--- config.mk ---
export PLATFORM = sky130hd
export DESIGN_NAME = sflow_ctrl
export DESIGN_NICKNAME = d
export VERILOG_FILES = /design/src/rtl/sflow_pkg.sv /design/src/rtl/sflow_sync.sv /design/src/rtl/sflow_rxthr.sv /design/src/rtl/sflow_ibctl.sv /design/src/rtl/sflow_oob.sv /design/src/rtl/sflow_ctrl.sv
export SDC_FILE = /design/constraint.sdc
export NUM_CORES = 1
export LEC_CHECK = 0
export BUFFER_PORTS_ARGS = -buffer_cell sky130_fd_sc_hd__buf_2
export CORE_ASPECT_RATIO = 1.2
export CORE_MARGIN = 2
export CORE_UTILIZATION = 41
export CTS_CLUSTER_DIAMETER = 50
export DETAILED_ROUTE_END_ITERATION = 8
export PLACE_DENSITY = 0.81
export SKIP_LAST_GASP = 1
export SYNTH_ARGS = -nofsm -noshare
export SYNTH_HDL_FRONTEND = slang
export SYNTH_SLANG_ARGS = --single-unit
--- constraint.sdc ---
create_clock -name clk -period 2.8 [get_ports clk]
set_input_delay 0.84 -clock clk [delete_from_list [all_inputs] [get_ports clk]]
set_output_delay 0.84 -clock clk [all_outputs]
set_load 0.02 [all_outputs]
--- src/rtl/sflow_pkg.sv ---
`timescale 1ns/1ps
package sflow_pkg;
   // modem pair selection bits
   localparam int OOB_RTS_BIT = 0;
   localparam int OOB_DTR_BIT = 1;

   // status vector layout
   localparam int ST_THROTTLED = 0;
   localparam int ST_RMT_PAUSE = 1;
   localparam int ST_LINE_HOLD = 2;
   localparam int ST_CTL_PEND  = 3;
   localparam int ST_W         = 4;

   typedef enum logic [1:0] {
      CTL_NONE = 2'b00,
      CTL_XON  = 2'b01,
      CTL_XOFF = 2'b10
   } ctl_kind_e;
endpackage

--- src/rtl/sflow_sync.sv ---
`timescale 1ns/1ps
module sflow_sync #(
   parameter int   N_LINES = 2,
   parameter int   STAGES  = 2,
   parameter logic RST_LVL = 1'b0
) (
   input  logic               clk,
   input  logic               rst_n,
   input  logic [N_LINES-1:0] din,
   output logic [N_LINES-1:0] dout
);
   generate
      if (STAGES < 2) begin : g_bad_stages
         $error("sflow_sync: STAGES must be at least 2");
      end
      for (genvar i = 0; i < N_LINES; i++) begin : g_line
         logic [STAGES-1:0] sh;
         always_ff @(posedge clk or negedge rst_n) begin
            if (!rst_n) sh <= {STAGES{RST_LVL}};
            else        sh <= {sh[STAGES-2:0], din[i]};
         end
         assign dout[i] = sh[STAGES-1];
      end
   endgenerate
endmodule

--- src/rtl/sflow_rxthr.sv ---
`timescale 1ns/1ps
module sflow_rxthr #(
   parameter int LVL_W = 8
) (
   input  logic             clk,
   input  logic             rst_n,
   input  logic [LVL_W-1:0] rx_level,
   input  logic [LVL_W-1:0] hi_thr,
   input  logic [LVL_W-1:0] lo_thr,
   output logic             throttled,
   output logic             set_evt,
   output logic             clr_evt
);
   logic at_hi, at_lo;

   assign at_hi   = (rx_level >= hi_thr);
   assign at_lo   = (rx_level <= lo_thr);
   assign set_evt = !throttled && at_hi;
   assign clr_evt =  throttled && at_lo;

   always_ff @(posedge clk or negedge rst_n) begin
      if (!rst_n)       throttled <= 1'b0;
      else if (set_evt) throttled <= 1'b1;
      else if (clr_evt) throttled <= 1'b0;
   end


   throttle_entry_chk: assert property (@(posedge clk) disable iff (!rst_n)
      $rose(throttled) |-> ($past(rx_level) >= $past(hi_thr)));


   release_entry_chk: assert property (@(posedge clk) disable iff (!rst_n)
      $fell(throttled) |-> ($past(rx_level) <= $past(lo_thr)));
endmodule

--- src/rtl/sflow_ibctl.sv ---
`timescale 1ns/1ps
module sflow_ibctl
   import sflow_pkg::*;
#(
   parameter int DATA_W = 8
) (
   input  logic              clk,
   input  logic              rst_n,
   input  logic              ib_en,
   input  logic              tx_dis,
   input  logic              rx_dis,
   input  logic              tx_busy,
   input  logic [DATA_W-1:0] xon_chr,
   input  logic [DATA_W-1:0] xoff_chr,
   input  logic              rx_vld,
   input  logic [DATA_W-1:0] rx_chr,
   input  logic              set_evt,
   input  logic              clr_evt,
   input  logic              ins_ack,
   output logic              ins_req,
   output logic [DATA_W-1:0] ins_chr,
   output logic              rmt_paused,
   output logic              ctl_hit,
   output logic              pend
);
   ctl_kind_e pend_kind;
   logic      hit_on, hit_off, seen;

   assign seen    = rx_vld && !rx_dis && ib_en;
   assign hit_off = seen && (rx_chr == xoff_chr);
   assign hit_on  = seen && (rx_chr == xon_chr) && !hit_off;
   assign ctl_hit = hit_on || hit_off;

   // remote pause state
   always_ff @(posedge clk or negedge rst_n) begin
      if (!rst_n)       rmt_paused <= 1'b0;
      else if (!ib_en)  rmt_paused <= 1'b0;
      else if (hit_off) rmt_paused <= 1'b1;
      else if (hit_on)  rmt_paused <= 1'b0;
   end

   // pending control character: newest crossing replaces an unsent one
   always_ff @(posedge clk or negedge rst_n) begin
      if (!rst_n)                 pend_kind <= CTL_NONE;
      else if (!ib_en)            pend_kind <= CTL_NONE;
      else if (set_evt)           pend_kind <= CTL_XOFF;
      else if (clr_evt)           pend_kind <= CTL_XON;
      else if (ins_req && ins_ack) pend_kind <= CTL_NONE;
   end

   assign pend    = (pend_kind != CTL_NONE);
   assign ins_req = pend && !tx_dis && !tx_busy;
   assign ins_chr = (pend_kind == CTL_XOFF) ? xoff_chr : xon_chr;


   xoff_queued_chk: assert property (@(posedge clk) disable iff (!rst_n)
      (set_evt && ib_en) |=> (pend && ins_chr == xoff_chr));


   xon_queued_chk: assert property (@(posedge clk) disable iff (!rst_n)
      (clr_evt && ib_en) |=> (pend && ins_chr == xon_chr));


   req_idle_only_chk: assert property (@(posedge clk) disable iff (!rst_n)
      ins_req |-> !tx_busy);


   no_ib_quiet_chk: assert property (@(posedge clk) disable iff (!rst_n)
      !ib_en |=> (!rmt_paused && !ins_req));
endmodule

--- src/rtl/sflow_oob.sv ---
`timescale 1ns/1ps
module sflow_oob
   import sflow_pkg::*;
#(
   parameter int SYNC_STAGES = 2
) (
   input  logic       clk,
   input  logic       rst_n,
   input  logic [1:0] mode,
   input  logic       throttled,
   input  logic       tx_busy,
   input  logic       cts_n,
   input  logic       dsr_n,
   output logic       rts_n,
   output logic       dtr_n,
   output logic       line_hold
);
   logic [1:0] raw_in, sync_in, stop_req;

   assign raw_in[OOB_RTS_BIT] = cts_n;
   assign raw_in[OOB_DTR_BIT] = dsr_n;

   sflow_sync #(.N_LINES(2), .STAGES(SYNC_STAGES), .RST_LVL(1'b0)) u_sync (
      .clk  (clk),
      .rst_n(rst_n),
      .din  (raw_in),
      .dout (sync_in)
   );

   generate
      for (genvar p = 0; p < 2; p++) begin : g_pair
         assign stop_req[p] = mode[p] && sync_in[p];
      end
   endgenerate

   // sampled only between characters
   always_ff @(posedge clk or negedge rst_n) begin
      if (!rst_n)        line_hold <= 1'b0;
      else if (!tx_busy) line_hold <= |stop_req;
   end

   assign rts_n = mode[OOB_RTS_BIT] && throttled;
   assign dtr_n = mode[OOB_DTR_BIT] && throttled;


   hold_at_boundary_chk: assert property (@(posedge clk) disable iff (!rst_n)
      tx_busy |=> $stable(line_hold));


   line_off_chk: assert property (@(posedge clk) disable iff (!rst_n)
      !throttled |-> (!rts_n && !dtr_n));
endmodule

--- src/rtl/sflow_ctrl.sv ---
`timescale 1ns/1ps
module sflow_ctrl
   import sflow_pkg::*;
#(
   parameter int DATA_W      = 8,
   parameter int LVL_W       = 8,
   parameter int SYNC_STAGES = 2
) (
   input  logic              clk,
   input  logic              rst_n,
   input  logic              cfg_ib_en,
   input  logic [1:0]        cfg_oob_mode,
   input  logic [LVL_W-1:0]  cfg_hi_thr,
   input  logic [LVL_W-1:0]  cfg_lo_thr,
   input  logic [DATA_W-1:0] cfg_xon,
   input  logic [DATA_W-1:0] cfg_xoff,
   input  logic              cfg_tx_dis,
   input  logic              cfg_rx_dis,
   input  logic [LVL_W-1:0]  rx_level,
   input  logic              rx_char_vld,
   input  logic [DATA_W-1:0] rx_char,
   output logic              rx_wr,
   input  logic              tx_q_nempty,
   input  logic              tx_busy,
   output logic              tx_go,
   output logic              ins_req,
   output logic [DATA_W-1:0] ins_chr,
   input  logic              ins_ack,
   input  logic              cts_n,
   input  logic              dsr_n,
   output logic              rts_n,
   output logic              dtr_n,
   output logic [ST_W-1:0]   fc_status
);
   generate
      if (DATA_W < 5 || DATA_W > 9) begin : g_bad_data_w
         $error("sflow_ctrl: DATA_W must be 5 to 9");
      end
      if (LVL_W < 2) begin : g_bad_lvl_w
         $error("sflow_ctrl: LVL_W must be at least 2");
      end
      if (SYNC_STAGES < 2) begin : g_bad_sync
         $error("sflow_ctrl: SYNC_STAGES must be at least 2");
      end
   endgenerate

   logic throttled, set_evt, clr_evt;
   logic rmt_paused, ctl_hit, pend, line_hold;

   sflow_rxthr #(.LVL_W(LVL_W)) u_thr (
      .clk      (clk),
      .rst_n    (rst_n),
      .rx_level (rx_level),
      .hi_thr   (cfg_hi_thr),
      .lo_thr   (cfg_lo_thr),
      .throttled(throttled),
      .set_evt  (set_evt),
      .clr_evt  (clr_evt)
   );

   sflow_ibctl #(.DATA_W(DATA_W)) u_ib (
      .clk       (clk),
      .rst_n     (rst_n),
      .ib_en     (cfg_ib_en),
      .tx_dis    (cfg_tx_dis),
      .rx_dis    (cfg_rx_dis),
      .tx_busy   (tx_busy),
      .xon_chr   (cfg_xon),
      .xoff_chr  (cfg_xoff),
      .rx_vld    (rx_char_vld),
      .rx_chr    (rx_char),
      .set_evt   (set_evt),
      .clr_evt   (clr_evt),
      .ins_ack   (ins_ack),
      .ins_req   (ins_req),
      .ins_chr   (ins_chr),
      .rmt_paused(rmt_paused),
      .ctl_hit   (ctl_hit),
      .pend      (pend)
   );

   sflow_oob #(.SYNC_STAGES(SYNC_STAGES)) u_oob (
      .clk      (clk),
      .rst_n    (rst_n),
      .mode     (cfg_oob_mode),
      .throttled(throttled),
      .tx_busy  (tx_busy),
      .cts_n    (cts_n),
      .dsr_n    (dsr_n),
      .rts_n    (rts_n),
      .dtr_n    (dtr_n),
      .line_hold(line_hold)
   );

   assign rx_wr = rx_char_vld && !cfg_rx_dis && !ctl_hit;
   assign tx_go = tx_q_nempty && !tx_busy && !cfg_tx_dis && !ins_req
                  && !rmt_paused && !line_hold;

   always_comb begin
      fc_status               = '0;
      fc_status[ST_THROTTLED] = throttled;
      fc_status[ST_RMT_PAUSE] = rmt_paused;
      fc_status[ST_LINE_HOLD] = line_hold;
      fc_status[ST_CTL_PEND]  = pend;
   end


   go_yield_chk: assert property (@(posedge clk) disable iff (!rst_n)
      ins_req |-> !tx_go);


   tx_off_chk: assert property (@(posedge clk) disable iff (!rst_n)
      cfg_tx_dis |-> (!tx_go && !ins_req));


   remote_pause_chk: assert property (@(posedge clk) disable iff (!rst_n)
      fc_status[ST_RMT_PAUSE] |-> !tx_go);


   ctl_consumed_chk: assert property (@(posedge clk) disable iff (!rst_n)
      (cfg_ib_en && rx_char_vld && (rx_char == cfg_xoff)) |-> !rx_wr);
endmodule

* Word level (Yosys, flattened, before mapping) *
Cells that the tools add are included.

cells by class
  add/sub/neg operators = 0
  multipliers = 0
  div/mod/pow operators = 0
  $lt $le $gt $ge = 2
  eq/ne operators = 5
  shift operators = 0
  mux-type cells = 10
  bitwise logic cells = 0
  reductions and logical operators = 33

operator list
  operator            number
  $logic_and 1x1->1   20
  $eq 8x8->1          2
  $logic_not 1->1     9
  $ge 8x8->1          1
  $le 8x8->1          1
  $mux 2              4
  $mux 8              1
  $mux 1              5
  $ne 4x1->1 const B  1
  $reduce_bool 2->1   2
  $ne 3x1->1 const B  1
  $eq 2x2->1 const B  1
  $reduce_or 2->1     1
  $logic_or 1x1->1    1

word-level totals
  register bits = 9
  latch bits = 0
  memory bits (writable) = 0
  memory bits (read-only) = 0
  word-level logic and storage cells = 56
  memories kept = 0

* Logic depth before layout (Yosys ltp) *
  depth after elaboration = 9
  depth in mapped cells = 7
  gate-level depth less buffers = 7

* By module *
Synthesis repeated with hierarchy kept, for this count alone.

unflattened totals
  cell total of the unflattened synthesis = 124
  area, all modules = 1107.3 um^2

by module, submodules not included
  module       times used  cells each  area an instance (um^2)  sequential area each (um^2)
  sflow_rxthr  1           57          444.2                    25.0
  sflow_ibctl  1           48          435.4                    75.1
  sflow_sync   1           6           115.1                    100.1
  sflow_ctrl   1           7           57.6                     0.0
  sflow_oob    1           6           55.1                     25.0

* Worst setup path before layout *
OpenSTA, ideal clock, no wires.

  path kind = input port to output port
  start = input port cfg_xon[3]
  end = output port rx_wr
  arrival = 1.929 ns
  required time = 1.960 ns
  path slack = 0.031 ns
  stages on the path = 5
  cell sequence = xor2_1 nor4_1 nand3_1 nor4_2 nor4b_1

between the ends
  word-level cells in the longest chain between the ends = 6

RTL lines
  what                             RTL line           source
  start: declaration               sflow_ctrl.sv:15   input logic [DATA_W-1:0] cfg_xon,
  $eq 8x8->1                       sflow_ibctl.sv:31  assign hit_on = seen && (rx_chr == xon_chr) && !hit_off;
  $logic_and 1x1->1 (2 in series)  sflow_ibctl.sv:31
  $logic_or 1x1->1                 sflow_ibctl.sv:32  assign ctl_hit = hit_on || hit_off;
  $logic_not 1->1                  sflow_ctrl.sv:95   assign rx_wr = rx_char_vld && !cfg_rx_dis && !ctl_hit;
  $logic_and 1x1->1                sflow_ctrl.sv:95
  end: declaration                 sflow_ctrl.sv:22   output logic rx_wr,

No other way between the ends.

* Worst setup path in the final report *
  start = input port cfg_xon[6]
  end = output port rx_wr

Same word-level chain as after synthesis.

==> results.sh <==
export IMPL_setup_viol=1
export IMPL_synth_edf_count=0
export IMPL_root_buffer="clkbuf_4"
export IMPL_rsz0062_at_grt="true"
export IMPL_cap_violations=0
export IMPL_via_per_inst=4.89
export IMPL_cts_sinks=9
export IMPL_status="finished, violations left"
export IMPL_clock_path_buffers=2
export IMPL_nets=284
export IMPL_grt_start_max_net_pins=10
export IMPL_tns_ns=-0.0217
export IMPL_critPathBufInv=2
export IMPL_p_leak_nw=0.877
export IMPL_yosysUniqueCellTypes=34
export IMPL_max_freq_ghz=0.354
export IMPL_hold_violations=0
export IMPL_arrival_ns=1.98
export IMPL_grt_antenna_before_repair=0
export IMPL_drive_gt1_share_pct=48.1
export IMPL_grt_pass1_vias=1096
export IMPL_max_slew_margin_pct=72.8
export IMPL_p_comb_share_pct=50.7
export IMPL_grt_pass1_wl_um=4080
export IMPL_tightest_slew_ns=0.408
export IMPL_total_power_uw=501
export IMPL_p_sw_uw=182
export IMPL_path_cells="buf_6 -> xor2_1 -> nor4_1 -> nand3_1 -> nor4_2 -> nor4b_1 -> buf_2"
export IMPL_detail_route_antenna_nets=0
export IMPL_reg2reg_from="u_ib.pend_kind[0]"
export IMPL_yosys_warnings=0
export IMPL_ctsHoldBuffers=0
export IMPL_cpLargestDelayFamily="simple AND/OR/NAND/NOR gates"
export IMPL_cp_start_kind="input port"
export IMPL_grt_usage_pct=17.0
export IMPL_cp_startpoint="cfg_xon[6]"
export IMPL_die_w_um=50.9
export IMPL_clk_latency_ns=0.25
export IMPL_ys_ff_latch=9
export IMPL_synth_fp_nets=201
export IMPL_slowest_delay_ns=0.27
export IMPL_cp_end_kind="output port"
export IMPL_wl_um=2630
export IMPL_cts_tree="done"
export IMPL_postSynth_asyncResetShare_pct=100
export IMPL_drt_iter0_drc=17
export IMPL_vias=1169
export IMPL_core_area_mm2=0.00253
export IMPL_syn_inst=124
export IMPL_intPower_uw=318
export IMPL_synthTopCellsByArea="dfrtp_1 (21%), ha_1 (18%), xor2_1 (9.7%), mux2_2 (8.3%), inv_1 (6.2%)"
export IMPL_powerDensity_mw_per_mm2=318
export IMPL_die_area_mm2=0.00307
export IMPL_synth_top_area_cell="dfrtp_1"
export IMPL_slowest_stage="nor4_1"
export IMPL_final_setup_skew_ns=0.00223
export IMPL_drc=0
export IMPL_drv_slew=0
export IMPL_num_rows=20
export IMPL_fin_crit_sh_pct=101
export IMPL_dr_pass1_iters=4
export IMPL_gp_congestion=0.748
export IMPL_ff2ff_path_depth=4
export IMPL_hold_ws_ns=0.349
export IMPL_synth_cell_area_mm2=0.00108
export IMPL_syn2layout_area_growth_pct=45.4
export IMPL_yosys_top_cells_count="inv_1 (18), ha_1 (16), xor2_1 (12)"
export IMPL_cts_buffers=3
export IMPL_routedWlPerCell_um=11.0
export IMPL_min_period_ns=2.82
export IMPL_violations="negative setup slack"
export IMPL_hp_start="u_oob.u_sync.g_line[0].sh[0]"
export IMPL_crit_end="rx_wr"
export IMPL_cp_required_ns=1.96
export IMPL_synth_main_ff_cell="dfrtp_1"
export IMPL_worstSetupPathType="input port to output port"
export IMPL_synth_top_area_share_pct=20.8
export IMPL_finalCoreUtilization_pct=62.3
export IMPL_r2r_setup_slack_ns=1.77
export IMPL_die_y_um=60.3
export IMPL_h_tree_depth=1
export IMPL_io_buffers=77
export IMPL_hold_class="flop to flop"
export IMPL_setup_ws_ns=-0.0217
export IMPL_timing_rr_end="u_ib.pend_kind[0]"
export IMPL_place_detailed_hpwl_um=2350
export IMPL_crit_fanout=2
export IMPL_clock_power_share_pct=18.2
export IMPL_synth_most_common_cell="inv_1"
export IMPL_io_pins=78
export IMPL_seqPwrFrac_pct=31.1
export IMPL_switching_share_pct=36.4
export IMPL_ir_worst_vdd_v=0.000189
export IMPL_diodes=0
export IMPL_nFillCells=250
export IMPL_crit_cells=7
export IMPL_overflow=0
export IMPL_clk_pin_slew_worst_paths_ns=0.05
export IMPL_syn_avg_cell_area_um2=8.73
export IMPL_synth_yosys_seq_area_share_pct=20.8
export IMPL_start_util_pct=42.8
## worst min-delay path by stage
| stage | endpoint | cells past startpoint | slack [ns] |
|---|---|---|---|
| after floorplan | u_oob.u_sync.g_line[0].sh[1] | 0 | 0.33 |
| after global placement | u_oob.u_sync.g_line[0].sh[1] | 0 | 0.33 |
| after detailed placement | u_oob.u_sync.g_line[1].sh[1] | 0 | 0.34 |
| after CTS | u_oob.u_sync.g_line[0].sh[1] | 0 | 0.35 |
| after global routing | u_oob.u_sync.g_line[0].sh[1] | 0 | 0.37 |
| final | u_oob.u_sync.g_line[0].sh[1] | 0 | 0.35 |
## through the flow
step	area (um2)	worst slack (ns)	cells
after floorplan	1080	0.0314	124
after global placement	1510	-0.107	234
after detailed placement	1510	-0.178	234
after CTS	1570	-0.00559	239
after global routing	1570	-0.0869	239
final	1570	-0.0217	239
## sequential cells by signal, summed over array words and instances, names as in the netlist
register,flops
u_oob.line_hold,1
u_ib.pend_kind,2
u_ib.rmt_paused,1
u_thr.throttled,1
u_oob.u_sync.g_line.sh,4
## layer usage
metal  part of all wire, %  up-vias  GRT usage, %
met2                    55       38          33.4
met4                  0.87        0          5.02
li1                      -      598             -
met1                    39      531          18.4
met5                     0        -             0
met3                   4.8        2          2.50
## repair_timing
action                     CTS  global route
pin swaps                    7             0
setup endpoints to repair    1             1
resized for setup            3             1
setup buffers                1             0
## worst register-to-register path, delay by kind of cell, from the launching register on
kind	cells	cell delay, ns
compound gates	3	0.45
flops	1	0.38
simple gates	1	0.10
## final cells by class
cell class | count | area, um2 | share of cell area, %
Clock buffer | 4 | 26.3 | 1.67
Tap cell | 33 | 41.3 | 2.62
Multi-Input combinational cell | 92 | 764 | 48.6
Timing Repair Buffer | 83 | 449 | 28.5
Sequential cell | 9 | 225 | 14.3
Inverter | 18 | 67.6 | 4.29
## power by group through the flow
stage          Combinational (mW)  Sequential (mW)  Clock (mW)
3_3_place_gp                0.246            0.158           0
2_1_floorplan               0.162            0.155           0
3_5_place_dp                0.251            0.158           0
5_1_grt                     0.281            0.158       0.102
4_1_cts                     0.255            0.156      0.0981
6_report                    0.254            0.156      0.0912
## placed cells by master, fill, tap and decap left out, types with 2 or more instances in the layout
cell	instances
a21oi_1	5
a221oi_1	2
and2_1	2
buf_2	74
buf_4	6
buf_6	3
clkbuf_4	3
dfrtp_1	9
ha_1	16
inv_1	18
mux2_2	8
nand2_1	5
nand3_1	5
nand4_1	2
nor2_1	3
nor2b_1	2
nor4_1	3
o21ai_0	6
xnor2_1	4
xor2_1	12
## kinds of logic after synthesis
group	count (synthesis)	share of synthesized area [%]
adder cells (fa/ha/maj)	16	18.5
multiplexers	9	9.25
XOR/XNOR	16	12.9
AND/OR/NAND/NOR	30	16.5
buffers and inverters	23	9.36
AO/OA/AOI/OAI	21	12.6
flip-flops	9	20.8
(Power assumes the default switching activity.)
